==> src/rtl/smi_agg_pkg.sv <==
package smi_agg_pkg;
  localparam int REG_W   = 16;
  localparam int NUM_SRC = 6;
  localparam int EN_USED = 12;

  localparam int STS_BIOS = 0;
  localparam int STS_MS   = 1;
  localparam int STS_MA   = 2;
  localparam int STS_MIN  = 3;
  localparam int STS_DEV  = 4;
  localparam int STS_APM  = 5;

  typedef struct packed {
    logic stsSel;
    logic enSel;
    logic stsWr;
    logic enWr;
    logic msEvt;
    logic minEvt;
  } ctrlStrb_t;
endpackage

==> src/rtl/smi_agg_timer.sv <==
module smi_agg_timer #(
  parameter int PERIOD = 64
) (
  input  logic clk,
  input  logic rstN,
  input  logic tick,
  output logic evt
);
  localparam int CNT_W = (PERIOD > 1) ? $clog2(PERIOD) : 1;
  localparam logic [CNT_W-1:0] LAST = CNT_W'(PERIOD - 1);

  logic [CNT_W-1:0] cntQ;
  logic atLast;

  assign atLast = (cntQ == LAST);
  assign evt    = tick && atLast;

  always_ff @(posedge clk or negedge rstN) begin
    if (!rstN) begin
      cntQ <= '0;
    end else if (tick) begin
      cntQ <= atLast ? '0 : cntQ + 1'b1;
    end
  end
endmodule

==> src/rtl/smi_agg_ctrl.sv <==
module smi_agg_ctrl
  import smi_agg_pkg::*;
#(
  parameter int ADDR_W    = 8,
  parameter int STS_OFF   = 'h20,
  parameter int EN_OFF    = 'h22,
  parameter int MS_TICKS  = 64,
  parameter int MIN_TICKS = 60000
) (
  input  logic              clk,
  input  logic              rstN,
  input  logic              tickIn,
  input  logic [ADDR_W-1:0] regAddr,
  input  logic              regWrEn,
  output ctrlStrb_t         strb
);
  localparam int NUM_TMR = 2;
  localparam int TMR_PERIOD [NUM_TMR] = '{MS_TICKS, MIN_TICKS};

  logic [NUM_TMR-1:0] tmrEvt;

  for (genvar t = 0; t < NUM_TMR; t++) begin : g_tmr
    smi_agg_timer #(.PERIOD(TMR_PERIOD[t])) u_tmr (
      .clk (clk),
      .rstN(rstN),
      .tick(tickIn),
      .evt (tmrEvt[t])
    );
  end

  always_comb begin
    strb.stsSel = (regAddr == ADDR_W'(STS_OFF));
    strb.enSel  = (regAddr == ADDR_W'(EN_OFF));
    strb.stsWr  = regWrEn && strb.stsSel;
    strb.enWr   = regWrEn && strb.enSel;
    strb.msEvt  = tmrEvt[0];
    strb.minEvt = tmrEvt[1];
  end
endmodule

==> src/rtl/smi_agg_dp.sv <==
module smi_agg_dp
  import smi_agg_pkg::*;
#(
  parameter int DEV_W = 8
) (
  input  logic             clk,
  input  logic             rstN,
  input  ctrlStrb_t        strb,
  input  logic [REG_W-1:0] wrData,
  input  logic             apmWr,
  input  logic [DEV_W-1:0] devSts,
  input  logic             masterAbort,
  input  logic             biosRls,
  input  logic             masterEn,
  output logic [REG_W-1:0] rdData,
  output logic             smi
);
  logic [NUM_SRC-1:0] stsQ;
  logic [NUM_SRC-1:0] setVec;
  logic [NUM_SRC-1:0] stsView;
  logic [EN_USED-1:0] enQ;

  always_comb begin
    setVec           = '0;
    setVec[STS_BIOS] = biosRls;
    setVec[STS_MS]   = strb.msEvt;
    setVec[STS_MA]   = masterAbort;
    setVec[STS_MIN]  = strb.minEvt;
    setVec[STS_APM]  = apmWr;
  end

  for (genvar b = 0; b < NUM_SRC; b++) begin : g_sts
    if (b == STS_DEV) begin : g_ro
      assign stsView[b] = |devSts;
      always_ff @(posedge clk or negedge rstN) begin
        if (!rstN) stsQ[b] <= 1'b0;
        else       stsQ[b] <= 1'b0;
      end
    end else begin : g_w1c
      logic clrHit;
      assign clrHit     = strb.stsWr && wrData[b];
      assign stsView[b] = stsQ[b];
      always_ff @(posedge clk or negedge rstN) begin
        if (!rstN)          stsQ[b] <= 1'b0;
        else if (setVec[b]) stsQ[b] <= 1'b1;
        else if (clrHit)    stsQ[b] <= 1'b0;
      end
    end
  end

  always_ff @(posedge clk or negedge rstN) begin
    if (!rstN)          enQ <= '0;
    else if (strb.enWr) enQ <= wrData[EN_USED-1:0];
  end

  always_comb begin
    rdData = '0;
    if (strb.stsSel)     rdData[NUM_SRC-1:0] = stsView;
    else if (strb.enSel) rdData[EN_USED-1:0] = enQ;
  end

  assign smi = masterEn && |(stsView & enQ[NUM_SRC-1:0]);
endmodule

==> src/rtl/smi_status_agg.sv <==
module smi_status_agg
  import smi_agg_pkg::*;
#(
  parameter int DEV_W     = 8,
  parameter int MS_TICKS  = 64,
  parameter int MIN_TICKS = 60000
) (
  input  logic             clk,
  input  logic             rsmRstN,
  input  logic             tickIn,
  input  logic [7:0]       regAddr,
  input  logic             regWrEn,
  input  logic [15:0]      regWrData,
  output logic [15:0]      regRdData,
  input  logic             apmWrStrobe,
  input  logic [DEV_W-1:0] devStsIn,
  input  logic             masterAbortStrobe,
  input  logic             biosRlsStrobe,
  input  logic             smiMasterEn,
  output logic             smiOut
);
  ctrlStrb_t strb;

  smi_agg_ctrl #(
    .ADDR_W   (8),
    .STS_OFF  ('h20),
    .EN_OFF   ('h22),
    .MS_TICKS (MS_TICKS),
    .MIN_TICKS(MIN_TICKS)
  ) u_ctrl (
    .clk    (clk),
    .rstN   (rsmRstN),
    .tickIn (tickIn),
    .regAddr(regAddr),
    .regWrEn(regWrEn),
    .strb   (strb)
  );

  smi_agg_dp #(.DEV_W(DEV_W)) u_dp (
    .clk        (clk),
    .rstN       (rsmRstN),
    .strb       (strb),
    .wrData     (regWrData),
    .apmWr      (apmWrStrobe),
    .devSts     (devStsIn),
    .masterAbort(masterAbortStrobe),
    .biosRls    (biosRlsStrobe),
    .masterEn   (smiMasterEn),
    .rdData     (regRdData),
    .smi        (smiOut)
  );
endmodule

==> config.mk <==
export PLATFORM = sky130hd
export DESIGN_NAME = smi_status_agg
export DESIGN_NICKNAME = d
export VERILOG_FILES = /design/src/rtl/smi_agg_pkg.sv /design/src/rtl/smi_agg_timer.sv /design/src/rtl/smi_agg_ctrl.sv /design/src/rtl/smi_agg_dp.sv /design/src/rtl/smi_status_agg.sv
export SDC_FILE = /design/constraint.sdc
export NUM_CORES = 1
export LEC_CHECK = 0
export ABC_CLOCK_PERIOD_IN_PS = 1700
export CORE_AREA = 2 2 72 74
export CTS_CLUSTER_SIZE = 8
export DETAILED_ROUTE_END_ITERATION = 16
export DIE_AREA = 0 0 74 76
export PLACE_DENSITY = 0.74
export RECOVER_POWER = 50
export SYNTH_ARGS = -nofsm -noshare
export SYNTH_HDL_FRONTEND = slang
export SYNTH_SLANG_ARGS = --single-unit
==> constraint.sdc <==
create_clock -name clk -period 1.7 [get_ports clk]
set_input_delay 0.34 -clock clk [delete_from_list [all_inputs] [get_ports clk]]
set_output_delay 0.34 -clock clk [all_outputs]
set_load 0.02 [all_outputs]
== Word level (Yosys, flattened, before mapping) ==
Index checks and enable logic that the tools add are counted.
Word-level totals
  bits of input ports: 40
  flip-flop bits (word level): 39
  output and inout bits: 17
Cells by class
  multiplexer cells: 15
  bitwise operators: 1
  equality and inequality tests: 4
  reduce and logical (&&, ||, !) cells: 17
  $add $sub $neg: 2
Operators by type and width (count)
  two-way mux 6 bit: 3
  adder 16 x 1 -> 16 bit (second input constant): 1
  equality test 16 bit (second input constant): 1
  equality test 8 x 6 -> 1 bit (second input constant): 2
  two-way mux 16 bit: 1
  two-way mux 12 bit: 1
  logical AND 1 bit: 10
  two-way mux 1 bit: 10
  nonzero test 2 bit: 5
  OR reduction 8 bit: 1
  adder 6 x 1 -> 6 bit (second input constant): 1
  bitwise AND 6 bit: 1
  equality test 6 bit (second input constant): 1
  OR reduction 6 bit: 1

== Depth between registers and ports, before layout ==
  depth in word-level cells: 5
  depth in mapped cells: 6
  depth with buffers taken out: 5

== Modules after synthesis ==
From an unflattened synthesis, not the netlist that was laid out.
Unflattened totals
  cell total of the unflattened synthesis: 185
  area, all modules: 2025.7 um^2
Modules (own cells, without submodules)
  smi_agg_timer (u_ctrl.g_tmr[1].u_tmr): area an instance 863.3 um^2, times used 1, sequential area each 400.4 um^2, cells an instance 86
  smi_agg_dp: area an instance 829.5 um^2, times used 1, sequential area each 425.4 um^2, cells an instance 67
  smi_agg_timer (u_ctrl.g_tmr[0].u_tmr): area an instance 276.5 um^2, times used 1, sequential area each 150.1 um^2, cells an instance 24
  smi_agg_ctrl: area an instance 56.3 um^2, times used 1, sequential area each 0.0 um^2, cells an instance 8

== Least setup slack after synthesis ==
No wires, ideal clock.
  path type: input port to output port
  from: input regAddr[6]
  to: output regRdData[1]
  setup slack: -0.258 ns
  required time: 1.360 ns
  arrival: 1.618 ns
  stages: 4
  cell sequence: or4_4 -> nor3_4 -> clkbuf_1 -> a22o_1
Between the ends
  cells in the longest elaborated chain, start to end: 3
  elaborated cells between the ends (all ways): 4
  classes of those cells: 2 x eq/ne; 2 x mux
RTL lines
  start: declaration: RTL line smi_status_agg.sv:11  | input logic [7:0] regAddr,
  equality test 8 x 6 -> 1 bit: RTL line smi_agg_ctrl.sv:33  | strb.enSel = (regAddr == ADDR_W'(EN_OFF));
  two-way mux 12 bit: RTL line smi_agg_dp.sv:59  | else if (strb.enSel) rdData[EN_USED-1:0] = enQ;
  two-way mux 6 bit *: RTL line smi_agg_dp.sv:58  | if (strb.stsSel) rdData[NUM_SRC-1:0] = stsView;
  end: declaration: RTL line smi_status_agg.sv:14  | output logic [15:0] regRdData,
Every way passes the cells marked *; elsewhere a longest branch is shown, timed or not.

== Worst setup path after layout ==
  from: input regAddr[0]
  to: output regRdData[3]
Same word-level chain as after synthesis.

==> metrics.txt <==
status complete, but fails checks; failing checks setup timing; CP max FO 7; # hold bufs at CTS 0; mux contribution to synthesized area 9.19%; die width 74 microns; top post-synthesis cells by area dfrtp_1 49%, mux2_4 7.5%, xnor2_1 4.4%; final slew viol count 0; fin nets 302; reg2reg start u_ctrl.g_tmr[1].u_tmr.cntQ[0]$_DFFE_PN0P_; delay-heaviest family, CP simple AND/OR/NAND/NOR gates; largest family of logic cells by synthesized area simple AND/OR/NAND/NOR gates; CTS Root Cell clkbuf_8; # setup viols final 25; Area Growth Syn to Fin 49.1%; post-synthesis async set-or-reset flop share 100%; sequential area share after synthesis 48.8%; chip height 76 microns; Worst-path clk slew 0.08 ns; crit path kind in2out; Tot Pwr 0.00248 W; htree depth 2; initial antenna violation count 0; worst slew pin tran 0.959 ns; Max Root-Sink Buffers 2; total gr overflow 0; Core Util, Final 60.7%; Via density 5.09; R2R setup slack 0.16 ns; final hold slack 0.274 ns; Placer Congestion 0.879; antenna cells 0; CTS tree built; max cap viols 0; Synth Flop Type dfrtp_1; post-DP HPWL 3.38 mm; CP max stage delay 0.57 ns; final-report hold violation count 0; YS warnings 0; minimum period implied by the final worst setup slack 1.95 ns; FF+latch count, synth 39; simple-gate share of the synthesized area 20.1%; DRT Wirelength 4.91 mm; Mapped Area 2000 sq um; reg2reg end u_ctrl.g_tmr[1].u_tmr.cntQ[15]$_DFFE_PN0P_; I/O pin count 57; Initial Utilization 40.8%; fin worst setup slack -0.247 ns; cell mode on critical path buf_6; number of global-route vias before repair 1662; worst vdd ir 0.409 mV; Synth Area in Compound Gates 10.1%; synth unique cells 39; clk_skew 0.00907 ns; Sink Count 39; first-pass GRT wire length 7.97 mm; crit path max-delay cell type or4_4; syn avg cell area 10.8 sq um; Critical Path RT 1.36 ns; Post-DP Area 2790 sq um; via count 1684; CP Capture Type primary output; worst path cell trace buf_6 > or4_4 > nor3_4 > buf_6 > a22o_4 > buf_6; synth cell count leaders 39 x dfrtp_1, 14 x nand2_1, 13 x nor2_1; layout cells sized above 1 32.6%; fmax 514 MHz; Worst-Skew Late Latency 0.29 ns; final worst-path cycle share 115%; IO buf count 48; Pleak 1.40 nW; largest net degree at the start of global routing 40; adder-cell share of the synthesized area 1.25%; Critical Path AT 1.61 ns; Worst Path Buf+Inv 3; Pre-antenna DRT Iters 4; core area 4910 sq um; type of origin of the critical path primary input; DIE AREA 5620 sq um; GRT Overall Usage 18.3%; dominant cell by count in the synthesized netlist dfrtp_1; Final ANT Viol Nets 0; Synth Area in XOR/XNOR 6.13%; drt wl/cell 14.8 microns; TritonCTS buffer count 5; RSZ-0062 raised after global routing true; Rows 26; Post-Syn Instances 185; number of flops mapped to enable cells by yosys 0; Slew HR 36.1%; post-synth top area cell dfrtp_1; share of the synthesized area in the top cell type 48.8%; Fillers 381; PwrDens 832 nW/um^2; Hold Path Class in2async; # DRC 0; dpl ws -1.07 ns; Final Cell Area 2980 sq um; initial drt markers 57; R2R cell count 5
## timing repair
item,4_1_cts,5_1_grt
cloned,2,0
pin swaps,12,5
gates resized for setup,110,8
buffers inserted,4,0
setup endpoints to repair,30,34
endpoints found under the hold margin,0,0
## routing by layer
layer | part of all wire [%] | track usage, % | vias up
li1 | - | - | 811
met1 | 45 | 24.6 | 808
met2 | 47 | 28.9 | 56
met3 | 6.9 | 4.50 | 9
met4 | 1.4 | 5.64 | 0
met5 | 0 | 0 | -
## sequential cells by signal (all words and copies together) (netlist names)
register	flops
u_ctrl.g_tmr.u_tmr.cntQ	22
u_dp.stsQ	5
u_dp.enQ	12
## how the worst max path moves through the flow
stage                    endpoint        from  depth (start not counted)
finish               regRdData[3]  regAddr[0]                          6
global route         regRdData[2]  regAddr[0]                          6
CTS                  regRdData[3]  regAddr[0]                          7
detailed placement   regRdData[0]  regAddr[6]                          6
global placement     regRdData[2]  regAddr[6]                          6
floorplan           regRdData[10]  regAddr[6]                          4
## cell type report
type | count | area (sq um) | area share (%)
Clock buffer | 7 | 96.3 | 3.23
Clock inverter | 1 | 7.51 | 0.252
Inverter | 7 | 26.3 | 0.881
Multi-Input combinational cell | 132 | 1060 | 35.6
Sequential cell | 39 | 976 | 32.7
Tap cell | 70 | 87.6 | 2.94
Timing Repair Buffer | 75 | 727 | 24.4
## metrics by stage
step	TNS (ns)	cells
floorplan	-2.15	188
global placement	-22.54	319
detailed placement	-23.68	319
CTS	-6.48	333
global route	-4.41	331
finish	-4.01	331
## power by group
part / leakage, nW / internal (W) / switching (W)
clock: 0.0505 / 0.000369 / 0.000322
combinational: 0.866 / 0.000295 / 0.000236
sequential: 0.485 / 0.00108 / 0.000177
total: 1.40 / 0.00175 / 0.000736
## layout by cell type (no fill, tap or decap), types with 3 or more instances in the layout
cell type,instances
dfrtp_1,39
buf_4,20
clkdlybuf4s50_1,19
buf_6,19
nand2_1,14
nor2_1,13
xnor2_1,10
nand3_1,10
mux2_4,10
nand4_1,8
dlygate4sd2_1,8
inv_1,7
clkbuf_8,7
a22o_4,6
and2_4,6
o21ai_0,5
a21o_1,5
xor2_1,4
conb_1,4
clkdlybuf4s15_1,4
o31ai_1,3
mux2_2,3
and4_1,3
nor3_1,3
## kinds of logic (layout without fill, tap and decap cells)
logic type / Yosys count / count (layout)
simple gates: 72 / 72
flops: 39 / 39
compound gates: 27 / 27
buf+inv: 17 / 90
xor+xnor: 14 / 14
mux: 13 / 13
fa+ha+maj: 2 / 2
other cells: 1 / 4
Power figures use the tool's default switching activity.
